[src/rtl/dsig_pwm_pkg.sv]
package dsig_pwm_pkg;

  // Strobes from the control module to the datapath
  typedef struct packed {
    logic accLoad;    // take one integration step this cycle
    logic levelHigh;  // current output state selects the fed-back level
  } dpCtrl_t;

endpackage

[src/rtl/dsig_pwm_datapath.sv]
module dsig_pwm_datapath
  import dsig_pwm_pkg::*;
#(
  parameter int REF_W = 8,
  parameter int INT_W = 12
) (
  input  logic                    clk,
  input  logic                    rst,
  input  dpCtrl_t                 ctrl,
  input  logic signed [REF_W-1:0] refIn,
  output logic signed [INT_W-1:0] accNext
);

  localparam int EXT_W = INT_W + 1;
  localparam int PAD_W = EXT_W - REF_W;
  localparam logic signed [EXT_W-1:0] FULL   = EXT_W'(2 ** (REF_W - 1));
  localparam logic signed [EXT_W-1:0] SAT_HI = EXT_W'(2 ** (INT_W - 1) - 1);
  localparam logic signed [EXT_W-1:0] SAT_LO = EXT_W'(-(2 ** (INT_W - 1)));

  logic signed [INT_W-1:0] accQ;
  logic signed [EXT_W-1:0] accW;
  logic signed [EXT_W-1:0] refW;
  logic signed [EXT_W-1:0] lvlW;
  logic signed [EXT_W-1:0] sumW;

  always_comb begin
    accW = {accQ[INT_W-1], accQ};
    refW = {{PAD_W{refIn[REF_W-1]}}, refIn};
    lvlW = ctrl.levelHigh ? FULL : -FULL;
    sumW = accW + refW - lvlW;
  end

  // Saturating narrow-down of the one-bit-wider sum
  always_comb begin
    if (sumW > SAT_HI)      accNext = SAT_HI[INT_W-1:0];
    else if (sumW < SAT_LO) accNext = SAT_LO[INT_W-1:0];
    else                    accNext = sumW[INT_W-1:0];
  end

  always_ff @(posedge clk) begin
    if (rst)               accQ <= '0;
    else if (ctrl.accLoad) accQ <= accNext;
  end

  // reset clears the integrator
  a_r1_acc_clear: assert property (@(posedge clk) rst |=> accQ == '0);

  // no tick, no change
  a_r7_acc_hold: assert property (@(posedge clk) disable iff (rst)
    !ctrl.accLoad |=> $stable(accQ));

  // a positive step from a positive value never ends lower (no wrap)
  a_r3_no_wrap_up: assert property (@(posedge clk) disable iff (rst)
    (ctrl.accLoad && accQ > 0 && (refW - lvlW) > 0) |=> accQ >= $past(accQ));

  // a negative step from a negative value never ends higher
  a_r3_no_wrap_down: assert property (@(posedge clk) disable iff (rst)
    (ctrl.accLoad && accQ < 0 && (refW - lvlW) < 0) |=> accQ <= $past(accQ));

endmodule

[src/rtl/dsig_pwm_control.sv]
module dsig_pwm_control
  import dsig_pwm_pkg::*;
#(
  parameter int INT_W = 12
) (
  input  logic                    clk,
  input  logic                    rst,
  input  logic                    sampleTick,
  input  logic signed [INT_W-1:0] accNext,
  input  logic signed [INT_W-1:0] upperLim,
  input  logic signed [INT_W-1:0] lowerLim,
  output dpCtrl_t                 ctrl,
  output logic                    outBit
);

  logic outQ;
  logic hitUpper;
  logic hitLower;

  always_comb begin
    hitUpper       = accNext >= upperLim;
    hitLower       = accNext <= lowerLim;
    ctrl.accLoad   = sampleTick;
    ctrl.levelHigh = outQ;
  end

  // Upper threshold checked first: it wins when the limits overlap
  always_ff @(posedge clk) begin
    if (rst) outQ <= 1'b0;
    else if (sampleTick) begin
      if (hitUpper)      outQ <= 1'b1;
      else if (hitLower) outQ <= 1'b0;
    end
  end

  assign outBit = outQ;

  // reset forces the output low
  a_r1_out_low: assert property (@(posedge clk) rst |=> !outBit);

  // reaching the upper limit sets the output
  a_r4_set_high: assert property (@(posedge clk) disable iff (rst)
    (sampleTick && accNext >= upperLim) |=> outBit);

  // reaching the lower limit alone clears the output
  a_r5_set_low: assert property (@(posedge clk) disable iff (rst)
    (sampleTick && accNext <= lowerLim && accNext < upperLim) |=> !outBit);

  // inside the band the output holds
  a_r6_band_hold: assert property (@(posedge clk) disable iff (rst)
    (sampleTick && accNext < upperLim && accNext > lowerLim) |=> $stable(outBit));

  // without a tick the output holds
  a_r7_out_hold: assert property (@(posedge clk) disable iff (rst)
    !sampleTick |=> $stable(outBit));

endmodule

[src/rtl/dsig_pwm.sv]
module dsig_pwm
  import dsig_pwm_pkg::*;
#(
  parameter  int REF_W = 8,
  parameter  int GUARD = 4,
  localparam int INT_W = REF_W + GUARD
) (
  input  logic                    clk,
  input  logic                    rst,
  input  logic                    sampleTick,
  input  logic signed [REF_W-1:0] refIn,
  input  logic signed [INT_W-1:0] upperLim,
  input  logic signed [INT_W-1:0] lowerLim,
  output logic                    pwmOut
);

  dpCtrl_t                 ctrl;
  logic signed [INT_W-1:0] accNext;

  dsig_pwm_datapath #(
    .REF_W(REF_W),
    .INT_W(INT_W)
  ) u_datapath (
    .clk    (clk),
    .rst    (rst),
    .ctrl   (ctrl),
    .refIn  (refIn),
    .accNext(accNext)
  );

  dsig_pwm_control #(
    .INT_W(INT_W)
  ) u_control (
    .clk       (clk),
    .rst       (rst),
    .sampleTick(sampleTick),
    .accNext   (accNext),
    .upperLim  (upperLim),
    .lowerLim  (lowerLim),
    .ctrl      (ctrl),
    .outBit    (pwmOut)
  );

endmodule

[config.mk]
export PLATFORM = sky130hd
export DESIGN_NAME = dsig_pwm
export DESIGN_NICKNAME = d
export VERILOG_FILES = /design/src/rtl/dsig_pwm_pkg.sv /design/src/rtl/dsig_pwm_datapath.sv /design/src/rtl/dsig_pwm_control.sv /design/src/rtl/dsig_pwm.sv
export SDC_FILE = /design/constraint.sdc
export NUM_CORES = 1
export LEC_CHECK = 0
export BUFFER_PORTS_ARGS = -buffer_cell sky130_fd_sc_hd__buf_4
export CORE_MARGIN = 8
export CORE_UTILIZATION = 58
export DETAILED_ROUTE_END_ITERATION = 6
export PLACE_DENSITY = 0.93
export SLEW_MARGIN = 0
export SYNTH_ARGS = -nofsm -noshare
export SYNTH_HDL_FRONTEND = slang
export SYNTH_SLANG_ARGS = --single-unit
[constraint.sdc]
create_clock -name clk -period 12.9 [get_ports clk]
set_clock_uncertainty 0.2 [all_clocks]
set_input_delay 1.29 -clock clk [delete_from_list [all_inputs] [get_ports clk]]
set_output_delay 1.29 -clock clk [all_outputs]
set_load 0.01 [all_outputs]
# Yosys cells after proc, flatten, opt, wreduce, memory -nomap -nowiden
# Cells that the tools add are included.
[totals] register_bits=13 out_inout_bits=1 word_cells=15
[op_classes] addsub=2 order_cmp=4 n_mux=5 reduce_logical=2
[ops] op="two-way mux 12 bit" count=2
[ops] op="adder 12 x 8 -> 13 bit" count=1
[ops] op="> comparator 13 x 12 -> 1 bit (second input constant)" count=1
[ops] op="less-than comparator 13 x 12 -> 1 bit (second input constant)" count=1
[ops] op="two-way mux 13 bit" count=1
[ops] op="subtractor 13 bit" count=1
[ops] op="greater-or-equal comparator 12 bit" count=1
[ops] op="less-or-equal comparator 12 bit" count=1
[ops] op="two-way mux 1 bit" count=2
[ops] op="AND reduction 2 bit" count=1
[ops] op="nonzero test 2 bit" count=1

# Depth between registers and ports, before layout
[logic_depth] word_depth=8 mapped_depth=20 ltp_nobuf=20

# By module
# A second synthesis with hierarchy kept.
[hier_totals] cells_unflattened=268 area_unflattened_um2=2097.0
[modules_own_cells] mod="dsig_pwm_datapath" instances=1 cells_per_inst=181 area_per_inst_um2=1426.4
[modules_own_cells] mod="dsig_pwm_control" instances=1 cells_per_inst=87 area_per_inst_um2=670.6

# Least setup slack after synthesis
# Ideal clock, no wire load.
[synth_path] kind="in2reg" startpoint="input refIn[7]" endpoint="register u_control.outQ, in the netlist u_control.outBit" setup_ps=131 arrival_time_ps=4720 slack_ps=7849 cell_stages=18 cell_sequence="inv_1 -> fa_1 -> inv_1 -> ha_1 -> a21oi_1 -> o21bai_1 -> a211oi_2 -> xnor2_4 -> inv_4 -> maj3_2 -> ha_1 -> nand2b_1 -> a21oi_1 -> nor2b_1 -> o21ai_0 -> a21oi_1 -> nor4b_1 -> o32ai_1"
[synth_between] elab_chain_cells=8 elab_cells_between_ends=11 classes_between="add/sub (2); order compare (4); mux (3); reduce/logical (2)"
[synth_rtl] item="start, declared" line="dsig_pwm.sv:11" rtl="input logic signed [REF_W-1:0] refIn,"
[synth_rtl] item="adder 12 x 8 -> 13 bit (*)" line="dsig_pwm_datapath.sv:30" rtl="sumW = accW + refW - lvlW;"
[synth_rtl] item="subtractor 13 bit (*)" line="dsig_pwm_datapath.sv:30"
[synth_rtl] item="less-than comparator 13 x 12 -> 1 bit" line="dsig_pwm_datapath.sv:36" rtl="else if (sumW < SAT_LO) accNext = SAT_LO[INT_W-1:0];"
[synth_rtl] item="two-way mux 12 bit" line="dsig_pwm_datapath.sv:36"
[synth_rtl] item="two-way mux 12 bit (*)" line="dsig_pwm_datapath.sv:35" rtl="if (sumW > SAT_HI) accNext = SAT_HI[INT_W-1:0];"
[synth_rtl] item="named net accNext[11]" line="dsig_pwm.sv:18" rtl="logic signed [INT_W-1:0] accNext;"
[synth_rtl] item="less-or-equal comparator 12 bit or greater-or-equal comparator 12 bit (tied branches)" line="dsig_pwm_control.sv:22, dsig_pwm_control.sv:21"
[synth_rtl] item="nonzero test 2 bit (no line)"
[synth_rtl] item="AND reduction 2 bit (no line)"
[synth_rtl] item="end signal, assigned" line="dsig_pwm_control.sv:29" rtl="if (rst) outQ <= 1'b0;"
[synth_rtl] item="end signal, assigned" line="dsig_pwm_control.sv:31" rtl="if (hitUpper) outQ <= 1'b1;"
[synth_rtl] item="end signal, assigned" line="dsig_pwm_control.sv:32" rtl="else if (hitLower) outQ <= 1'b0;"
[synth_rtl] item="end, declared" line="dsig_pwm_control.sv:16" rtl="logic outQ;"
# Mark *: on every way through the listed nets, which the timed path passes. The rest lies on a longest branch.
# A chain may end at the register's enable or synchronous reset.

# Final worst setup path
# Ends and elaborated chain as after synthesis.

==> results.md <==
* Outcome: complete, no violations
* Main synth FF type: dfxtp_1
* Synth warn at 0
* Synth top cells by count: inv_1 (60), ha_1 (43), nand2_1 (22)
* H-tree Lvls at 1
* Layout cells sized above 1 at about a fifth
* Die H at 76.0 um
* Flops & latches, synth at 13
* Met3 usage at 3.89%
* Hold_sp: u_datapath.accQ[8]$_SDFFE_PP0P_
* Period minus WS final at roughly 5400 ps
* All-Layer GR Usage at 15.4%
* Initial antenna violation count at 0
* Unique masters post-synth at 48
* Clk root buf: clkbuf_4
* Worst Path Arrival at 5380 ps
* Startpoint Class: input port
* Worst Tran Pin Value at ~630 ps
* Final cell count without fillers at 349
* Number of CTS-inserted buffers at 3
* Syn Inst Count at 267
* Hold_buf cts at 0
* Final Hold Viols at 0
* Total Wirelength at 4.57 mm
* Port buffer count at 35
* Final setup TNS at 0 ps
* Cell count after placement at between 300 and 400
* Area of the multi-input gates at 1570 sq um
* Area of the mapped netlist at 2090 sq um
* Top cell type's share of synthesized area at 25.8%
* Core area at 3550 sq um
* First-pass GRT wire length at 7.73 mm
* TritonCTS clock tree: done
* Synth area leaders: ha_1 (26%), dfxtp_1 (12%), inv_1 (11%), nand2_1 (4.0%), fa_1 (3.8%)
* Largest net degree at the start of global routing at 27
* Max clock buf depth at 2
* Max Freq at 184 MHz
* EDFF count, synth at 0
* CTS sink cnt at 13
* Worst path required time at ~13,000 ps
* Syn avg cell area at 7.82 sq um
* Die X at 76.0 um
* GRT overflow at 0
* Nature of the critical path endpoint: flip-flop
* Drt initial violations at 98
* Post-synthesis sequential area ratio at 12.5%
* Leading area contributor after synthesis: ha_1
* Row Count at 22
* Post-Syn Nets at 349
* # Post-CTS Setup Buffers at 0
* CP Class: in -> reg
* Hold Path Class: reg -> reg
* Ys async rst share at 0%
* GPL Wtd Cong at about 0.82
* N_diodes at 0
* Cts repair resizes at 0
* IO Count at 36
* R2R Path Start: u_control.outBit$_SDFFE_PP0P_
* Die area at 5780 sq um
* DR pass1 iterations at 4
* Met1 track demand over resource at 17.4%
* Slew headroom at 56.8%
* Starting density of the core at 58.8%
* Max Cap Viol at 0
* Post-route ant nets at 0
* Seq. cell area at between 200 and 300 sq um
* Clk pin slew, worst setup/hold paths at 90 ps
* R2r setup slk at 8140 ps
* Vias in the first global route at 1,792
* DR vias at about 1.9k
* Unrepaired setup endpoints after global routing: no
* DRC Markers at 0
* Final period utilization at 42.0%
* Critical path launch point: refIn[7]
* Most common cell in the synthesized netlist: inv_1
* Routed vias/inst at 5.43
* Pins Over Slew Limit at 0
* Clock latency at the later pin of the worst-skew pair at about 280 ps
* Fill count at 291
* Final setup violation count at 0
* GRT busiest layer: met2
* DP HPWL at 3.92 mm
* Maximum fanout along the worst path at 18
* Wire per inst at 13.1 um
* Met2 usage at 29.0%
* Fin nets at 384
* Area Overhead vs Synth at 15.5%
-- worst paths after layout --
| path | to | depth (start not counted) |
|---|---|---|
| worst min register to register | u_datapath.accQ[8]$_SDFFE_PP0P_ | 2 |
| worst min-delay path | u_datapath.accQ[8]$_SDFFE_PP0P_ | 2 |
| worst max register to register | u_control.outBit$_SDFFE_PP0P_ | 18 |
| worst max-delay path | u_control.outBit$_SDFFE_PP0P_ | 19 |
-- registers in the layout (all words and copies together) (netlist names) --
register          flops
u_control.outBit      1
u_datapath.accQ      12
-- stage by stage --
step	worst slack (ps)	area [sq um]	utilization [%]	hold WS [ps]
2_1_floorplan	7850	2090	-	256
3_3_place_gp	7490	2380	67.2	282
3_5_place_dp	7200	2380	67.2	283
4_1_cts	7500	2410	67.9	294
5_1_grt	7180	2410	67.9	330
6_report	7480	2410	67.9	296
-- per-layer routing --
metal  share of wire [%]  vias to the layer above
met5                   0                        -
met4                0.26                        0
li1                    -                      985
met2                  53                       43
met1                  42                      865
met3                 4.6                        2
-- layout make-up --
class	instances	share of cell area, %
flip-flops and latches	13	10.8
repair buffers	35	10.9
clock buffers	4	1.09
well taps	48	2.49
multi-input cells	188	65.1
inverters	61	9.60
-- critical path: stages --
cell	delay, ps
buf_4	100
inv_1	110
fa_1	550
inv_1	40
ha_1	360
a21oi_1	300
o21bai_1	110
a211oi_2	400
xnor2_4	290
inv_4	100
maj3_2	360
ha_1	290
nand2b_1	150
a21oi_1	140
nor2b_1	50
o21ai_0	170
a21oi_1	100
nor4b_1	340
o32ai_1	140
-- kinds of logic after synthesis --
family / Yosys count / share of synthesized area [%]
adder cells (fa/ha/maj): 49 / 30.7
AND/OR/NAND/NOR: 57 / 13.2
AO/OA/AOI/OAI: 70 / 25.0
buffers and inverters: 66 / 12.3
flip-flops: 13 / 12.5
XOR/XNOR: 12 / 6.29
-- cell usage in the layout, fill, tap and decap left out, types with 2 or more instances in the layout --
cell,n
nand4_1,2
a21o_1,4
inv_1,60
nor2_1,15
o21ai_2,2
and2_1,2
o21ai_1,8
a211oi_2,4
nand2_1,22
o21ai_0,5
buf_4,35
fa_1,4
a311oi_1,9
ha_1,43
xnor2_1,8
dfxtp_1,13
xor2_1,2
o211ai_1,4
maj3_2,2
a21oi_1,15
nor2b_1,2
a211oi_1,3
nand2b_1,4
nand3_1,3
o21a_1,3
clkbuf_4,3
nor3_1,2
Power is not shown: default switching activity piles up to over one toggle a cycle in this logic, so the estimate is an artifact.
